**src/rtl/dds_pkg.sv**
```systemverilog
package dds_pkg;

    typedef enum logic [1:0] {
        QUAD_I   = 2'd0,
        QUAD_II  = 2'd1,
        QUAD_III = 2'd2,
        QUAD_IV  = 2'd3
    } quad_e;

    typedef struct packed {
        quad_e quad;
        logic  mirror;
        logic  negate;
    } fold_t;

    function automatic fold_t fold_of(input quad_e q);
        fold_t f;
        f.quad   = q;
        f.mirror = (q == QUAD_II) || (q == QUAD_IV);
        f.negate = (q == QUAD_II) || (q == QUAD_III);
        return f;
    endfunction

    localparam real TWO_PI = 6.283185307179586;

endpackage

```
**src/rtl/dds_phase_acc.sv**
```systemverilog
module dds_phase_acc #(
    parameter int ACC_W   = 32,
    parameter int OFF_W   = 14,
    parameter int TRUNC_W = 19
) (
    input  logic               clk,
    input  logic               rst,
    input  logic [ACC_W-1:0]   tuning_word,
    input  logic [OFF_W-1:0]   phase_offset,
    input  logic               acc_clear,
    output logic [TRUNC_W-1:0] phase_q
);
    localparam int OFF_SHIFT = ACC_W - OFF_W;

    logic [ACC_W-1:0] acc_q;
    logic [ACC_W-1:0] phase_sum;

    assign phase_sum = acc_q + {phase_offset, {OFF_SHIFT{1'b0}}};

    always_ff @(posedge clk) begin
        if (rst) begin
            acc_q   <= '0;
            phase_q <= '0;
        end else begin
            acc_q   <= acc_clear ? '0 : acc_q + tuning_word;
            phase_q <= phase_sum[ACC_W-1 -: TRUNC_W];
        end
    end

    AST_ACC_CLEAR: assert property (@(posedge clk) disable iff (rst)
        $past(acc_clear) && !$past(rst) |-> acc_q == '0);
    AST_ACC_STEP: assert property (@(posedge clk) disable iff (rst)
        !$past(acc_clear) && !$past(rst) |-> acc_q == $past(acc_q) + $past(tuning_word));

endmodule

```
**src/rtl/dds_cos_lut.sv**
```systemverilog
module dds_cos_lut
    import dds_pkg::*;
#(
    parameter int LUT_AW = 10,
    parameter int OUT_W  = 14
) (
    input  logic                    clk,
    input  logic                    rst,
    input  logic [LUT_AW-1:0]       index,
    output logic signed [OUT_W-1:0] cos_q
);
    localparam int QA    = LUT_AW - 2;
    localparam int DEPTH = 2 ** QA;
    localparam int PEAK  = 2 ** (OUT_W - 1) - 1;
    localparam int FULL  = 2 ** LUT_AW;

    logic [OUT_W-2:0] rom [DEPTH];

    function automatic int quarter_mag(input int i);
        real v;
        v = real'(PEAK) * $cos(TWO_PI * (real'(i) + 0.5) / real'(FULL));
        return $rtoi(v + 0.5);
    endfunction

    initial begin
        for (int i = 0; i < DEPTH; i++) begin
            rom[i] = (OUT_W-1)'(quarter_mag(i));
        end
    end

    fold_t            fld;
    logic [QA-1:0]    addr;
    logic [OUT_W-1:0] mag;

    always_comb begin
        fld  = fold_of(quad_e'(index[LUT_AW-1 -: 2]));
        addr = fld.mirror ? ~index[QA-1:0] : index[QA-1:0];
        mag  = {1'b0, rom[addr]};
    end

    always_ff @(posedge clk) begin
        if (rst) cos_q <= '0;
        else     cos_q <= fld.negate ? -$signed(mag) : $signed(mag);
    end

    AST_COS_BOUND: assert property (@(posedge clk) disable iff (rst)
        (cos_q <= PEAK) && (cos_q >= -PEAK));

endmodule

```
**src/rtl/dds_amp_scale.sv**
```systemverilog
module dds_amp_scale #(
    parameter int OUT_W = 14,
    parameter int ASF_W = 15
) (
    input  logic                    clk,
    input  logic                    rst,
    input  logic signed [OUT_W-1:0] cos_in,
    input  logic [ASF_W-1:0]        amp_scale,
    output logic signed [OUT_W-1:0] dac_word
);
    localparam int               SHIFT = ASF_W - 1;
    localparam logic [ASF_W-1:0] UNITY = ASF_W'(1) << SHIFT;
    localparam int               PW    = OUT_W + ASF_W + 1;

    logic [ASF_W-1:0]     asf_c;
    logic signed [PW-1:0] prod;

    always_comb begin
        asf_c = (amp_scale > UNITY) ? UNITY : amp_scale;
        prod  = PW'(cos_in) * $signed({1'b0, asf_c});
    end

    always_ff @(posedge clk) begin
        if (rst) dac_word <= '0;
        else     dac_word <= prod[SHIFT +: OUT_W];
    end

    AST_AMP_ZERO: assert property (@(posedge clk) disable iff (rst)
        $past(amp_scale) == '0 && !$past(rst) |-> dac_word == '0);
    AST_AMP_UNITY: assert property (@(posedge clk) disable iff (rst)
        $past(amp_scale) >= UNITY && !$past(rst) |-> dac_word == $past(cos_in));

endmodule

```
**src/rtl/dds_sync_div.sv**
```systemverilog
module dds_sync_div (
    input  logic clk,
    input  logic rst,
    output logic sync_clk
);
    logic [1:0] cnt_q;

    always_ff @(posedge clk) begin
        if (rst) cnt_q <= '0;
        else     cnt_q <= cnt_q + 2'd1;
    end

    assign sync_clk = cnt_q[1];

    AST_SYNC_HOLD: assert property (@(posedge clk) disable iff (rst)
        !$past(rst) && ($past(sync_clk) != $past(sync_clk, 2)) |-> sync_clk == $past(sync_clk));

endmodule

```
**src/rtl/dds_nco_core.sv**
```systemverilog
module dds_nco_core #(
    parameter int ACC_W   = 32,
    parameter int OFF_W   = 14,
    parameter int TRUNC_W = 19,
    parameter int LUT_AW  = 10,
    parameter int OUT_W   = 14,
    parameter int ASF_W   = 15
) (
    input  logic                    clk,
    input  logic                    rst,
    input  logic [ACC_W-1:0]        tuning_word,
    input  logic [OFF_W-1:0]        phase_offset,
    input  logic [ASF_W-1:0]        amp_scale,
    input  logic                    acc_clear,
    output logic signed [OUT_W-1:0] dac_word,
    output logic                    sync_clk
);
    logic [TRUNC_W-1:0]      phase_q;
    logic signed [OUT_W-1:0] cos_q;

    dds_phase_acc #(.ACC_W(ACC_W), .OFF_W(OFF_W), .TRUNC_W(TRUNC_W)) u_acc (
        .clk(clk), .rst(rst), .tuning_word(tuning_word),
        .phase_offset(phase_offset), .acc_clear(acc_clear), .phase_q(phase_q)
    );

    dds_cos_lut #(.LUT_AW(LUT_AW), .OUT_W(OUT_W)) u_lut (
        .clk(clk), .rst(rst), .index(phase_q[TRUNC_W-1 -: LUT_AW]), .cos_q(cos_q)
    );

    dds_amp_scale #(.OUT_W(OUT_W), .ASF_W(ASF_W)) u_amp (
        .clk(clk), .rst(rst), .cos_in(cos_q), .amp_scale(amp_scale), .dac_word(dac_word)
    );

    dds_sync_div u_sync (.clk(clk), .rst(rst), .sync_clk(sync_clk));

    AST_RESET_OUT: assert property (@(posedge clk)
        $past(rst) |-> dac_word == '0);

endmodule

```
**config.mk**
```make
export PLATFORM = sky130hd
export DESIGN_NAME = dds_nco_core
export DESIGN_NICKNAME = d
export VERILOG_FILES = /design/src/rtl/dds_pkg.sv /design/src/rtl/dds_phase_acc.sv /design/src/rtl/dds_cos_lut.sv /design/src/rtl/dds_amp_scale.sv /design/src/rtl/dds_sync_div.sv /design/src/rtl/dds_nco_core.sv
export SDC_FILE = /design/constraint.sdc
export NUM_CORES = 1
export LEC_CHECK = 0
export BUFFER_PORTS_ARGS = -buffer_cell sky130_fd_sc_hd__buf_2
export CAP_MARGIN = 15
export CORE_ASPECT_RATIO = 2
export CORE_MARGIN = 1
export CORE_UTILIZATION = 60
export CTS_CLUSTER_SIZE = 24
export DETAILED_ROUTE_END_ITERATION = 6
export PLACE_DENSITY = 0.78
export SLEW_MARGIN = 20
export SYNTH_ARGS = -nofsm -noshare
export SYNTH_HDL_FRONTEND = slang
export SYNTH_SLANG_ARGS = --single-unit
```
**constraint.sdc**
```tcl
create_clock -name clk -period 8.25 [get_ports clk]
set_clock_uncertainty 0.05 [all_clocks]
set_input_delay 0.825 -clock clk [delete_from_list [all_inputs] [get_ports clk]]
set_output_delay 0.825 -clock clk [all_outputs]
set_load 0.01 [all_outputs]
```
==> flow_summary.toml, run 1 <==
[clock_tree]
h-tree-depth = 3
max-clock-path-buffers = 2
numCtsBuffers = 9
post_cts_buffers = 0
hold_buffers = 0
cts_root_buffer = "clkbuf_16"
post_cts_resized = 0
clock-sinks = 72

[logic_synthesis]
synth-xor-area-share_pct = 2.72
synth-compound-area-share_pct = 24.8
synth_top_cell_area_share_pct = 18.3
ys_seq_area_share_pct = 8.46
synth_top_family_by_area = "adder cells"
syn_nets = 2559
muxShareOfSynthArea_pct = 2.10
synthFlopType = "dfxtp_1"
ys_ff_latch = 72
synth.cell_area_sq_um = 17000
ys.warnings.count = 0
synth_edf_count = 0
synth_fa_ha_area_share_pct = 30.4
syn_avg_cell_area_sq_um = 7.84
syn-instance-count = 2175
synth-simple-area-share_pct = 22.1
async_flop_share_pct = 0
synth.distinct_cells = 101
synthTopCellsByArea = "fa_1 (18%), ha_1 (12%), dfxtp_1 (8.5%)"
yosys.area.top_type = "fa_1"

[floorplanning]
die_height_um = 240
die_w_um = 121
num_io_pins = 79
initial_core_util_pct = 61.4
row_count = 86

[placement]
dpl-instance-area_sq_um = 17500
dp.final_hpwl_um = 56000
pre_cts_ws_ns = 0.314
gp_congestion = 1.19
io_buffers = 78

[global_route]
grt_max_degree = 67
grt_pass1_wl_um = 125000
grt_pass1_vias = 20318
grt.total_usage_pct = 57.7
grt_overflow = 60

[status]
stop_stage = "5_1_grt"
outcome = "did not finish"
tool.error = "[ERROR GRT-0116] Global routing finished with congestion. Check the congestion regions in the DRC Viewer."
==> cell families after synthesis <==
| logic type | after synthesis |
|---|---|
| adder cells (fa/ha/maj) | 320 |
| flip-flops | 72 |
| multiplexers | 34 |
| AO/OA/AOI/OAI | 611 |
| AND/OR/NAND/NOR | 713 |
| buffers and inverters | 372 |
| XOR/XNOR | 53 |
==> synthesized netlist by cell type, types with 21 or more instances <==
cell      count
a22oi_1      25
nand3_1      29
and3_1       33
o211ai_1     26
a21o_1       39
xor2_1       21
mux2i_1      29
nor2_1      117
dfxtp_1      72
a211oi_1     27
and2_1      115
xnor2_1      32
a21oi_1     130
buf_2        40
o22ai_1      48
ha_1        164
nand2b_1     31
nor3_1       66
nand2_1     170
o21ai_0     103
fa_1        156
clkbuf_1     79
inv_1       218
nor2b_1      47
==> per-layer routing <==
metal	overflow	track usage [%]
met1	0	57.9
met2	31	84.1
met3	0	28.0
met4	29	58.8
met5	0	0
==> per-stage QoR <==
step,std cells,utilization (%)
after floorplan,2175,-
after global placement,2506,63.0
after detailed placement,2506,63.0
after CTS,2522,64.2
==> run 2: changes to the inputs <==
CORE_ASPECT_RATIO = not set   (was 2)
CORE_UTILIZATION = 40   (was 60)
CTS_CLUSTER_SIZE = not set   (was 24)
PLACE_DENSITY = not set   (was 0.78)
PLACE_DENSITY_LB_ADDON = 0.15   (was not set)
==> run 2 against run 1 <==
The flow now finishes, with violations (DRC). Synthesized cell count stayed put. Synthesized area unchanged.
==> flow_summary.toml, run 2 <==
[critical_path]
critical_path_arrival_ns = 7.41
crit_type = "in2reg"
critPathSlowestCell = "a311oi_1"
critPathRequiredTime_ns = 8.43
end_kind = "register"
crit_path_frequent_cell = "fa_1"
cpLargestDelayFamily = "adder cells"
critPathBufInv = 4
start_kind = "primary input"
cp_max_fo = 7
critPathMaxStageDelay_ns = 0.58

[drt]
vias = 17322
wl_per_cell_um = 25.7
dr.first_iter.drc_count = 2257
firstDrtPassIters = 7
ant_nets = 0
drt_wl_total_um = 69700
via_per_inst = 6.38
drc = 12

[placement]
dp.final_hpwl_um = 51700
placed_cells = 2699
io_buffers = 78
gp_congestion = 1.05
dpl-instance-area_sq_um = 17800
pre_cts_ws_ns = 0.681

[cells_and_area]
fin_cells = 2715
final_cell_area_sq_um = 18100
multi_input_area_sq_um = 14000
final_cell_mix = "inv_1 (218), nand2_1 (170), ha_1 (162)"
drive_gt1_share_pct = 9.79
largest_reg_flops = 32
layout_commonest_cell = "inv_1"
regMostFlops = "u_acc.acc_q"
antenna_cells = 0
largest_registers = "u_acc.acc_q (32), u_amp.dac_word (14), u_lut.cos_q (14)"
nets = 2555
fill_cells = 4291
final_util_pct = 43.1
area.sequential_sq_um = 1450
syn_to_final_growth_pct = 6.17

[timing]
period_needed_ns = 7.23
setup_tns_ns = 0
finalHoldViolations = 0
tightestPinTransition_ns = 1.24
timing.final.crit_share_pct = 87.7
slew-limit-headroom_pct = 17.7
hold_slack_ns = 0.388
fmax_mhz = 138
finalSetupViolCount = 0
setup_ws_ns = 1.02
rsz0062_at_grt = "no"
drv_slew = 0

[status]
violations = "DRC"
outcome = "finished, violations left"

[power_and_ir_drop]
switchingPower_mw = 3.20
switching_share_pct = 57.4
combinationalPowerShare_pct = 81.3
p_int_mw = 2.37
clockPowerShare_pct = 7.6
seq_power_share_pct = 11.1
ir_drop_uv = 197
power_density_nw_per_um2 = 308
leakage_nw = 8.41
fin_total_pwr_mw = 5.57

[clock_tree]
max-clock-path-buffers = 2
numCtsBuffers = 9
h-tree-depth = 3
clock-sinks = 72
post_cts_buffers = 0
cts_root_buffer = "clkbuf_16"
clkTransAtPathRegs_ns = 0.07
post_cts_resized = 0
hold_buffers = 0
cts_tree = "yes"
clk_latency_ns = 0.36

[logic_synthesis]
synthFlopType = "dfxtp_1"
synth.distinct_cells = 101
synth_edf_count = 0
synth_top_cell_area_share_pct = 18.3
async_flop_share_pct = 0
yosys.area.top_type = "fa_1"
synth.cell_area_sq_um = 17000
yosysMostFrequentCell = "inv_1"
synthTopCellsByArea = "fa_1 (18%), ha_1 (12%), dfxtp_1 (8.5%)"
ys_seq_area_share_pct = 8.46
ys.warnings.count = 0
ys_ff_latch = 72
synth_common_cells = "inv_1 (218), nand2_1 (170), ha_1 (164), fa_1 (156), a21oi_1 (130)"
syn_avg_cell_area_sq_um = 7.84
syn_nets = 2559
syn-instance-count = 2175

[global_route]
grt.total_usage_pct = 32.3
grt_overflow = 0
grt_pass1_wl_um = 107000
grt_pass1_vias = 17210
antenna_found_initial = 2
grt_max_degree = 55

[floorplanning]
die_height_um = 208
core-area_sq_um = 41900
die_w_um = 208
dieArea_sq_um = 43400
row_count = 75
num_io_pins = 79
initial_core_util_pct = 40.6

[min_path]
hp-class = "reg2reg"

[run]
maxCapViolations = 0
-- run 2: cell counts after synthesis --
Identical to the previous run, type by type.
-- run 2: final timing paths --
path | start | to | slack (ns) | cells after the start
worst max-delay path | amp_scale[10] | u_amp.dac_word[11] | 1.02 | 25
worst min-delay path | u_sync.cnt_q[0] | u_sync.cnt_q[0] | 0.39 | 1
worst max register to register | u_lut.cos_q[2] | u_amp.dac_word[11] | 1.77 | 21
worst min register to register | u_sync.cnt_q[0] | u_sync.cnt_q[0] | 0.39 | 1
-- run 2: power by group through the flow --
stage	Combinational [mW]	Sequential, mW	Clock, mW
final	4.53	0.620	0.422
after floorplan	3.18	0.489	0
after global placement	4.39	0.625	0
after CTS	4.45	0.622	0.431
after detailed placement	4.42	0.629	0
after global routing	5.00	0.633	0.446
-- run 2: layer usage --
metal	track usage, %	wire length [um]	vias up
met2	49.9	30800	995
met5	0	13	-
li1	-	-	7669
met1	43.0	28700	8413
met3	7.43	7060	243
met4	13.4	3200	2
-- run 2: cells by family (layout without fill, tap and decap cells) --
group / Yosys count / after routing / share of synthesized area, %
fa+ha+maj: 320 / 320 / 30.4
compound gates: 611 / 611 / 24.8
xor+xnor: 53 / 53 / 2.72
buf+inv: 372 / 373 / 9.50
flops: 72 / 72 / 8.46
simple gates: 713 / 713 / 22.1
mux: 34 / 34 / 2.10
-- run 2: final cells by class --
cell class	count	share of cell area, %
clock buffers	10	1.32
multi-input cells	1731	77.3
clock inverters	6	0.422
inverters	219	4.54
repair buffers	138	4.65
flip-flops and latches	72	8.00
well taps	539	3.73
No activity file was read; power rests on OpenSTA's default activity.
==> run 3: changes to the inputs <==
CORE_UTILIZATION = 28   (was 40)
==> run 3 against run 2 <==
Global-route usage down 8.7 points. The flow now finishes without violations. Total power up 1.7%. Largest power group unchanged. Hold slack better by 0.0025 ns. Fmax down 1.6%.
==> flow_summary.toml, run 3 (synthesized netlist as in run 2, its figures left out) <==
[status]
outcome = "complete, no violations"

[clock_tree]
cts_root_buffer = "clkbuf_16"
max-clock-path-buffers = 2
clock-sinks = 72
numCtsBuffers = 9
clkTransAtPathRegs_ns = 0.07
hold_buffers = 0
cts_tree = "yes"
post_cts_resized = 0
clk_latency_ns = 0.37
post_cts_buffers = 0
h-tree-depth = 3

[global_route]
antenna_found_initial = 4
grtUsageMet3_pct = 4.34
grt_pass1_vias = 16893
use_met1_pct = 31.5
grt_busiest_layer = "met2"
use_met2_pct = 36.9
grt_overflow = 0
grt_max_degree = 54
grt.total_usage_pct = 23.6
grt_pass1_wl_um = 110000

[timing]
finalHoldViolations = 0
period_needed_ns = 7.35
rsz0062_at_grt = "no"
drv_slew = 0
timing.final.crit_share_pct = 89.1
finalSetupViolCount = 0
setup_tns_ns = 0
setup_ws_ns = 0.897
slew-limit-headroom_pct = 15.3
tightestPinTransition_ns = 1.25
fmax_mhz = 136

[cells_and_area]
final_cell_mix = "inv_1 (218), nand2_1 (170), ha_1 (162)"
nets = 2556
syn_to_final_growth_pct = 8.11
drive_gt1_share_pct = 9.97
regMostFlops = "u_acc.acc_q"
final_cell_area_sq_um = 18400
largest_registers = "u_acc.acc_q (32), u_amp.dac_word (14), u_lut.cos_q (14)"
final_util_pct = 30.6
layout_commonest_cell = "inv_1"
largest_reg_flops = 32

[power_and_ir_drop]
leakage_nw = 8.41
power_density_nw_per_um2 = 308
ir_drop_uv = 197

[placement]
io_buffers = 78
pre_cts_ws_ns = 0.587
gp_congestion = 1.02
dp.final_hpwl_um = 55800
dpl-instance-area_sq_um = 18100

[critical_path]
end_kind = "register"
cp_max_fo = 17
cpLargestDelayFamily = "adder cells"
critPathRequiredTime_ns = 8.44
critPathBufInv = 4
critical_path_arrival_ns = 7.55
crit_type = "in2reg"
critPathMaxStageDelay_ns = 0.55
critPathSlowestCell = "fa_1"
crit_path_frequent_cell = "fa_1"
r2r_slack_ns = 1.78
start_kind = "primary input"

[run]
maxCapViolations = 0

[floorplanning]
row_count = 90
num_io_pins = 79
die_w_um = 249
initial_core_util_pct = 28.3
core-area_sq_um = 60200
dieArea_sq_um = 61900
die_height_um = 249

[drt]
ant_nets = 0
drt_wl_total_um = 74200
firstDrtPassIters = 7
dr.first_iter.drc_count = 1949
via_per_inst = 5.77
drc = 0
wl_per_cell_um = 25.0
vias = 17086

[min_path]
hp-class = "reg2reg"
[run 3: changes by cell type in the layout (fill, tap and decap cells not counted)]
| cell | delta |
|---|---|
| xnor2_1 | -1 |
| diode_2 | +3 |
| dfxtp_2 | +1 |
| clkinv_4 | -2 |
| inv_6 | +1 |
| mux2i_2 | +1 |
| xnor2_2 | +1 |
| buf_4 | +1 |
| mux2i_1 | -1 |
| clkinvlp_4 | +1 |
| dfxtp_1 | -1 |
[run 3: final timing paths]
| kind | startpoint | end | cells after the start |
|---|---|---|---|
| worst min-delay path | u_sync.cnt_q[0] | u_sync.cnt_q[0] | 1 |
| worst max register to register | u_acc.phase_q[17] | u_lut.cos_q[12] | 19 |
| worst min register to register | u_sync.cnt_q[0] | u_sync.cnt_q[0] | 1 |
| worst max-delay path | amp_scale[6] | u_amp.dac_word[6] | 25 |
[run 3: layer usage]
metal / wire, um / vias up
li1: - / 7663
met1: 32200 / 8399
met2: 32600 / 838
met3: 5860 / 184
met4: 3530 / 2
met5: 13 / -
[run 3: final cells by class]
class | count | area (sq um)
Tap cell | 782 | 978
Antenna cell | 3 | 7.51
Multi-Input combinational cell | 1731 | 14000
Sequential cell | 72 | 1450
Timing Repair Buffer | 139 | 848
Clock buffer | 10 | 239
Inverter | 219 | 822
Fill cell | 6539 | 41800
Clock inverter | 6 | 75.1
[run 3: stage by stage]
stage	hold WS (ns)	power, mW	instances
3_3_place_gp	0.370	5.20	2943
4_1_cts	0.394	5.63	2959
6_report	0.391	5.67	2962
3_5_place_dp	0.377	5.16	2943
5_1_grt	0.426	6.19	2959
2_1_floorplan	0.363	3.67	2175
[run 3: report_power, final]
group | total [mW] | internal (mW) | leakage, nW | switching [mW]
Combinational | 4.63 | 1.68 | 7.66 | 2.95
Sequential | 0.604 | 0.432 | 0.597 | 0.172
Clock | 0.435 | 0.248 | 0.152 | 0.188
Total | 5.67 | 2.36 | 8.41 | 3.31
==> run 4: changes to the inputs <==
clock period = 7.7 ns   (was 8.25 ns; I/O delays follow)
==> run 4 against run 3 <==
First-iteration DRC count is 1.1% lower. Total power is 7.4% higher. Hold slack worse by 0.0018 ns. Critical endpoint unchanged.
==> flow_summary.toml, run 4 (synthesized netlist as in run 2, its figures left out) <==
[power_and_ir_drop]
power_density_nw_per_um2 = 329
p_int_mw = 2.54
leakage_nw = 8.46
combinationalPowerShare_pct = 81.9
ir_drop_uv = 190
seq_power_share_pct = 10.8
switching_share_pct = 58.3
switchingPower_mw = 3.55
clockPowerShare_pct = 7.3

[drt]
ant_nets = 0
firstDrtPassIters = 6
dr.first_iter.drc_count = 1928
drc = 0
wl_per_cell_um = 25.4
vias = 17218
drt_wl_total_um = 75500
via_per_inst = 5.79

[critical_path]
critical_path_arrival_ns = 7.23
crit_type = "in2reg"
critPathRequiredTime_ns = 7.91
cp_max_fo = 9
start_kind = "primary input"
end_kind = "register"

[floorplanning]
num_io_pins = 79
dieArea_sq_um = 61900
die_w_um = 249
core-area_sq_um = 60200
die_height_um = 249
initial_core_util_pct = 28.3
row_count = 90

[min_path]
hp-class = "reg2reg"

[global_route]
grt.total_usage_pct = 24.1
grt_max_degree = 62
antenna_found_initial = 2
grt_pass1_vias = 17220
grt_overflow = 0
grt_pass1_wl_um = 113000

[cells_and_area]
final_util_pct = 30.7
regMostFlops = "u_acc.acc_q"
final_cell_mix = "inv_1 (218), nand2_1 (170), ha_1 (162)"
syn_to_final_growth_pct = 8.54
final_cell_area_sq_um = 18500
layout_commonest_cell = "inv_1"
multi_input_area_sq_um = 14000
area.sequential_sq_um = 1450
drive_gt1_share_pct = 10.4
fill_cells = 6493
largest_reg_flops = 32
nets = 2570
largest_registers = "u_acc.acc_q (32), u_amp.dac_word (14), u_lut.cos_q (14)"

[clock_tree]
cts_root_buffer = "clkbuf_16"
post_cts_buffers = 0
clk_latency_ns = 0.36
clkTransAtPathRegs_ns = 0.07
max-clock-path-buffers = 2
numCtsBuffers = 9
clock-sinks = 72
cts_tree = "yes"
post_cts_resized = 0
hold_buffers = 0
h-tree-depth = 3

[placement]
io_buffers = 78
gp_congestion = 0.977
pre_cts_ws_ns = 0.266
dp.final_hpwl_um = 57500
dpl-instance-area_sq_um = 18200

[timing]
finalHoldViolations = 0
finalSetupViolCount = 0
slew-limit-headroom_pct = 27.1
setup_tns_ns = 0
rsz0062_at_grt = "no"
period_needed_ns = 7.03
timing.final.crit_share_pct = 91.3
fmax_mhz = 142
setup_ws_ns = 0.673
drv_slew = 0
tightestPinTransition_ns = 1.09

[status]
outcome = "complete, no violations"

[run]
maxCapViolations = 0
## run 4: changes by cell type in the layout (fill, tap and decap cells not counted), sizes merged
cell and change:
inv -2, buf +14, clkinvlp +2, diode -2
## run 4: worst paths after layout
| check | from | endpoint | slack (ns) | cells after the start |
|---|---|---|---|---|
| min reg2reg | u_sync.cnt_q[0] | u_sync.cnt_q[0] | 0.39 | 1 |
| max | amp_scale[6] | u_amp.dac_word[6] | 0.67 | 25 |
| min | u_sync.cnt_q[0] | u_sync.cnt_q[0] | 0.39 | 1 |
| max reg2reg | u_lut.cos_q[5] | u_amp.dac_word[6] | 1.30 | 20 |
## run 4: power by group through the flow
stage	registers (mW)	clock network, mW	logic, mW
final	0.656	0.447	4.99
after global routing	0.675	0.484	5.50
after CTS	0.660	0.470	4.95
after detailed placement	0.668	0	4.92
after global placement	0.665	0	4.95
after floorplan	0.524	0	3.41
## run 4: stage by stage
stage | instances | hold slack, ns | power, mW
after global routing | 2973 | 0.426 | 6.66
final | 2974 | 0.389 | 6.09
after global placement | 2957 | 0.373 | 5.61
after detailed placement | 2957 | 0.379 | 5.59
after CTS | 2973 | 0.395 | 6.08
after floorplan | 2175 | 0.363 | 3.93
## run 4: cell type report
class	count	area share, %
antenna	1	0.0135
clock buffer	10	1.24
clock inverter	6	0.379
inverter	219	4.44
multi-input combinational	1731	75.6
sequential	72	7.83
tap	782	5.29
timing repair buffer	153	5.15
## run 4: metal layers
layer | up-vias | share of wire, % | wire length, um | track usage [%]
met3 | 163 | 7.8 | 5890 | 3.91
li1 | 7686 | - | - | -
met2 | 847 | 44 | 33500 | 38.2
met4 | 4 | 3.7 | 2770 | 8.18
met5 | - | 0.034 | 26 | 0
met1 | 8518 | 44 | 33300 | 33.1
## run 4: critical path, stage by stage
cell and delay, ns:
buf_2 0.16, nor4_1 0.27, nand4_1 0.13, nand2_1 0.16, and2_1 0.35, nand2_1 0.13, fa_1 0.44, fa_1 0.54
inv_1 0.05, fa_1 0.55, fa_1 0.42, fa_1 0.49, inv_1 0.05, fa_1 0.47, inv_1 0.04, ha_1 0.33
a21oi_1 0.20, nor2b_1 0.06, o21ai_0 0.15, nand2b_1 0.09, a211o_1 0.38, a21o_1 0.28, a21o_1 0.22, a21oi_1 0.16
mux2_2 0.34
